**src/rtl/pio_edge_port.sv**
```systemverilog
module pio_edge_port #(
  parameter int W = 8
) (
  input  logic         clk,
  input  logic         rst_n,
  input  logic         cs,
  input  logic         rsel,
  input  logic         wr,
  input  logic [4:0]   addr,
  input  logic [W-1:0] wdata,
  output logic [W-1:0] rdata,
  input  logic [W-1:0] pa_in,
  output logic [W-1:0] pa_out,
  output logic [W-1:0] pa_oe,
  input  logic [W-1:0] pb_in,
  output logic [W-1:0] pb_out,
  output logic [W-1:0] pb_oe,
  output logic         irq_n,
  output logic         edge_flag
);
  localparam int TOP  = W - 1;
  localparam int FBIT = 6;

  logic [W-1:0] a_dat, a_dir, b_dat, b_dir;
  logic [W-1:0] a_s1, a_s2, b_s1, b_s2;
  logic         a_prev, en_q, pos_q, flag_q;
  logic [1:0]   warm;
  logic [W-1:0] rd_v;

  wire unused_a3 = addr[3];

  wire port_wr = cs & rsel & ~addr[2] & wr;
  wire ctl_wr  = cs & rsel & addr[2] & ~addr[4] & wr;
  wire flag_rd = cs & rsel & addr[2] & addr[0] & ~wr;
  wire armed   = (warm == 2'd3);
  wire hit     = armed & (pos_q ? (a_s2[TOP] & ~a_prev) : (~a_s2[TOP] & a_prev));

  assign pa_out    = a_dat;
  assign pa_oe     = a_dir;
  assign pb_out    = b_dat;
  assign pb_oe     = b_dir;
  assign edge_flag = flag_q;
  assign irq_n     = ~(flag_q & en_q);
  assign rdata     = rd_v;

  always_comb begin
    rd_v = '0;
    if (cs && !wr && rsel) begin
      if (!addr[2]) begin
        case (addr[1:0])
          2'd0:    rd_v = (a_dat & a_dir) | (a_s2 & ~a_dir);
          2'd1:    rd_v = a_dir;
          2'd2:    rd_v = (b_dat & b_dir) | (b_s2 & ~b_dir);
          default: rd_v = b_dir;
        endcase
      end else if (addr[0]) begin
        rd_v[FBIT] = flag_q;
      end
    end
  end

  always_ff @(posedge clk or negedge rst_n) begin
    if (!rst_n) begin
      a_dat <= '0; a_dir <= '0; b_dat <= '0; b_dir <= '0;
      a_s1  <= '0; a_s2  <= '0; b_s1  <= '0; b_s2  <= '0;
      a_prev <= 1'b0; en_q <= 1'b0; pos_q <= 1'b0; flag_q <= 1'b0;
      warm <= 2'd0;
    end else begin
      a_s1   <= pa_in;
      a_s2   <= a_s1;
      b_s1   <= pb_in;
      b_s2   <= b_s1;
      a_prev <= a_s2[TOP];
      if (!armed) warm <= warm + 2'd1;
      if (port_wr) begin
        case (addr[1:0])
          2'd0:    a_dat <= wdata;
          2'd1:    a_dir <= wdata;
          2'd2:    b_dat <= wdata;
          default: b_dir <= wdata;
        endcase
      end
      if (ctl_wr) begin
        en_q  <= addr[1];
        pos_q <= addr[0];
      end
      if (hit)          flag_q <= 1'b1;
      else if (flag_rd) flag_q <= 1'b0;
    end
  end

  a_r2_dir_hold: assert property (@(posedge clk) disable iff (!rst_n)
    !(cs && rsel && wr && !addr[2] && addr[0]) |=> $stable({pa_oe, pb_oe}));

  a_r5_ctl_load: assert property (@(posedge clk) disable iff (!rst_n)
    ctl_wr |=> (en_q == $past(addr[1])) && (pos_q == $past(addr[0])));

  a_r5_ctl_keep: assert property (@(posedge clk) disable iff (!rst_n)
    !ctl_wr |=> $stable({en_q, pos_q}));

  a_r6_edge_sets: assert property (@(posedge clk) disable iff (!rst_n)
    hit |=> edge_flag);

  a_r7_read_clears: assert property (@(posedge clk) disable iff (!rst_n)
    (flag_rd && !hit) |=> !edge_flag);

  a_r7_sticky: assert property (@(posedge clk) disable iff (!rst_n)
    (edge_flag && !flag_rd) |=> edge_flag);

  a_r8_irq_needs_flag: assert property (@(posedge clk) disable iff (!rst_n)
    !irq_n |-> edge_flag);
endmodule

```
**config.mk**
```make
export PLATFORM = sky130hd
export DESIGN_NAME = pio_edge_port
export DESIGN_NICKNAME = d
export VERILOG_FILES = /design/src/rtl/pio_edge_port.sv
export SDC_FILE = /design/constraint.sdc
export NUM_CORES = 1
export LEC_CHECK = 0
export ABC_AREA = 1
export BUFFER_PORTS_ARGS = -buffer_cell sky130_fd_sc_hd__clkbuf_2
export CAP_MARGIN = 20
export CORE_MARGIN = 2
export CORE_UTILIZATION = 56
export DETAILED_ROUTE_END_ITERATION = 8
export PLACE_DENSITY = 0.84
export SETUP_SLACK_MARGIN = 0.05
export SYNTH_ARGS = -nofsm -noshare
export SYNTH_HDL_FRONTEND = slang
export SYNTH_SLANG_ARGS = --single-unit
```
**constraint.sdc**
```tcl
create_clock -name clk -period 1.8 [get_ports clk]
set_input_delay 0.36 -clock clk [delete_from_list [all_inputs] [get_ports clk]]
set_output_delay 0.36 -clock clk [all_outputs]
set_load 0.02 [all_outputs]
```
==> results.ini <==
[timing]
final_max_slew_viol_count = 0
fin_ws_ps = 41.67
setup_viol = 0
timing_hold_violations_final = 0
max-slew-margin-rel = 0.7650
rsz_0062_raised_after_global_routing = yes
fmax_mhz = 568.7
setup-tns-final_ps = 0
final_period_minus_worst_setup_slack_ps = 1758
max_slew.worst_pin.slew_ps = 352.6
final.period_utilization = 0.9769
skew_ps = 5.224

[yosys]
netlist_area_um2 = 2942
synth.yosys.warnings = 0
syn_avg_cell_area_um2 = 10.04
synthesis.nets = 328
netlist-cell-type-count = 24
synth.yosys.seq_area_share = 0.5955
synthCells = 293
postSynthRegisterBits = 70

[placement]
detailed_place_hpwl_um = 4213
dpl_worst_slack_ps = 57.49
number_of_buffers_inserted_by_port_buffering = 74
post_placement_cell_area_um2 = 3413
place.gp.congestion = 0.8313

[cells_and_area]
finish.utilization = 0.7406
most_frequent_standard_cell_in_the_layout_excluding_fill_and_tap_cells = sky130_fd_sc_hd__nand2_1
count_of_inserted_antenna_diode_cells = 0
fill_cells = 364
layout-area-overhead-vs-synth_pct = 27.78
final_cell_area_um2 = 3759
top_library_cells_by_usage_in_the_layout_fill_and_taps_aside = sky130_fd_sc_hd__nand2_1 (84), sky130_fd_sc_hd__dfrtp_1 (69), sky130_fd_sc_hd__clkbuf_2 (67), sky130_fd_sc_hd__o21ai_2 (28), sky130_fd_sc_hd__buf_4 (27)
layout.area.seq_um2 = 1753
nets = 428
final_layout_size_suffix_gt1_frac = 0.4070
multi_input_comb_area_um2 = 1065

[grt]
globalRoute.totalOverflow = 0
global_route.usage.met3 = 0.06754
grt_first_pass_wirelength_um = 10180
use_met1 = 0.2965
vias_in_the_first_global_route = 2186
pin_count_of_the_biggest_net_entering_global_routing = 71
grt_util_all_layers = 0.2264
global_route.usage.met2 = 0.3540
initial_antenna_violation_count = 0
grt-busiest-layer = met2

[run]
timing.max_cap.violations = 0

[clock_tree]
clk_pin_slew_ps = 70
ctsHoldBuffers = 0
tritoncts_clock_tree = done
cts_inserted_buffers = 9
clkLatencyLatePin_ps = 340
clock_sinks = 70
root_buffer = sky130_fd_sc_hd__clkbuf_8
cts-root-to-sink-buffers = 2
h-tree-depth = 3

[drt]
wl_per_cell_um = 13.73
first_pass_iters = 5
drcViolationCount = 0
detail_route_antenna_nets = 0
routed_wl_um = 6425
drt-initial-drc-count = 182
routed-via-count = 2374
viasPerCell = 5.073

[floorplanning]
initial_utilization = 0.5796
die-area_um2 = 5848
die_height_um = 76.48
die_w_um = 76.48
core.rowCount = 26
fp.coreArea_um2 = 5075
ioPinCount = 76

[worst_setup_path]
worst_setup_path_end_kind = output pin
worstSetupStartpointType = register
timing.critical_path.slowest_stage_cell = sky130_fd_sc_hd__dfrtp_1
criticalPathCategory = register to output pin
worst_path_dominant_cell_family = flip-flops
critPathMaxStageDelay_ps = 420
required_ps = 1440
crit_path_most_repeated_cell = sky130_fd_sc_hd__nand2_1
worst_path_cell_chain = nand2_1, nand2_1, nand2_1, nand2_1, a21oi_1, clkbuf_2
critPathArrivalTime_ps = 1400
worst-path-buf-inv = 1
timing.critical_path.fanout_max = 5

[power_and_ir_drop]
vdd_drop_max_mv = 1.038
report.power.total_uw = 4073
cellLeakagePower_uw = 0.001927
p_per_area_nw_per_um2 = 1084

[worst_hold_path]
worstHoldPathType = input pin to asynchronous set/reset pin

[outcome]
outcome = complete, no violations

==> cell families (layout without fill, tap and decap cells) <==
logic type / Yosys count / count (layout) / synth area share
adder cells (fa/ha/maj): 1 / 1 / 0.004253
AND/OR/NAND/NOR: 138 / 138 / 0.2174
AO/OA/AOI/OAI: 52 / 52 / 0.1242
XOR/XNOR: 1 / 1 / 0.002978
flip-flops: 70 / 70 / 0.5955
buffers and inverters: 30 / 135 / 0.05189
multiplexers: 1 / 1 / 0.003828
==> report_power, final <==
group | leakage, µW | internal, µW | total, µW | switching [µW]
Clock | 0.0000996 | 714 | 1260 | 547
Sequential | 0.000850 | 1760 | 1910 | 157
Combinational | 0.000977 | 365 | 899 | 534
Total | 0.00193 | 2830 | 4070 | 1240
==> stage by stage <==
stage,std cells,hold slack [ps]
3_3_place_gp,439,331.7
6_report,468,24.14
3_5_place_dp,439,334.7
5_1_grt,468,61.42
4_1_cts,457,34.83
2_1_floorplan,293,64.41
==> metal layers <==
metal / part of all wire / up-vias
met5: 0 / -
li1: - / 1142
met4: 0.019 / 0
met2: 0.51 / 91
met3: 0.076 / 12
met1: 0.40 / 1129
==> flip-flops by register name, indices dropped and copies added, names as in the netlist <==
name	cells
warm	2
pos_q	1
b_s1	8
en_q	1
a_prev	1
a_s2	8
pb_oe	8
pa_oe	8
edge_flag	1
a_s1	8
b_s2	8
pa_out	8
pb_out	8
==> cell usage after synthesis <==
cell                       number  area (µm²)
sky130_fd_sc_hd__nor2_4         3       33.78
sky130_fd_sc_hd__dfrtp_1       70        1752
sky130_fd_sc_hd__nand3b_4       1       20.02
sky130_fd_sc_hd__mux2_2         1       11.26
sky130_fd_sc_hd__o21ai_1        4       20.02
sky130_fd_sc_hd__buf_6          5       56.30
sky130_fd_sc_hd__buf_2          2       10.01
sky130_fd_sc_hd__ha_1           1       12.51
sky130_fd_sc_hd__nor2_1        23       86.33
sky130_fd_sc_hd__nand3b_1       1       7.510
sky130_fd_sc_hd__nand4_1        1       6.260
sky130_fd_sc_hd__inv_2          2       7.510
sky130_fd_sc_hd__a21oi_1        7       35.03
sky130_fd_sc_hd__inv_1         21       78.83
sky130_fd_sc_hd__nand3_4        3       52.55
sky130_fd_sc_hd__or2_2          6       37.54
sky130_fd_sc_hd__nand2_2        1       6.260
sky130_fd_sc_hd__o21ai_0       13       65.06
sky130_fd_sc_hd__xnor2_1        1       8.760
sky130_fd_sc_hd__nand3_1       11       55.05
sky130_fd_sc_hd__nor3_1         1       5.000
sky130_fd_sc_hd__nand2_1       86       322.8
sky130_fd_sc_hd__nor2_2         1       6.260
sky130_fd_sc_hd__o21ai_2       28       245.2
==> layout make-up <==
| type | count | area share |
|---|---|---|
| Inverter | 23 | 0.02364 |
| Tap cell | 70 | 0.02330 |
| Multi-Input combinational cell | 193 | 0.2833 |
| Timing Repair Buffer | 96 | 0.1498 |
| Sequential cell | 70 | 0.4664 |
| Clock buffer | 13 | 0.04228 |
| Clock inverter | 3 | 0.01132 |
==> final timing paths <==
| path | to | slack, ps | cells after the start | from |
|---|---|---|---|---|
| hold reg to reg | a_s2[4] | 350 | 0 | a_s1[4] |
| max in group asynchronous | pa_out[3] | 1500 | 2 | rst_n |
| setup reg to reg | warm[1] | 750 | 2 | warm[0] |
| hold / removal | a_s1[6] | 20 | 2 | rst_n |
| min in group clk | b_s1[0] | 120 | 1 | pb_in[0] |
| setup / recovery | rdata[7] | 40 | 6 | pa_oe[7] |
==> timing repair <==
action                     4_1_cts  5_1_grt
setup endpoints to repair        2        8
resized for setup                1       22
setup buffers                    2       11
pin swaps                        0        0
Note: power is estimated with default switching activity, not from simulation.
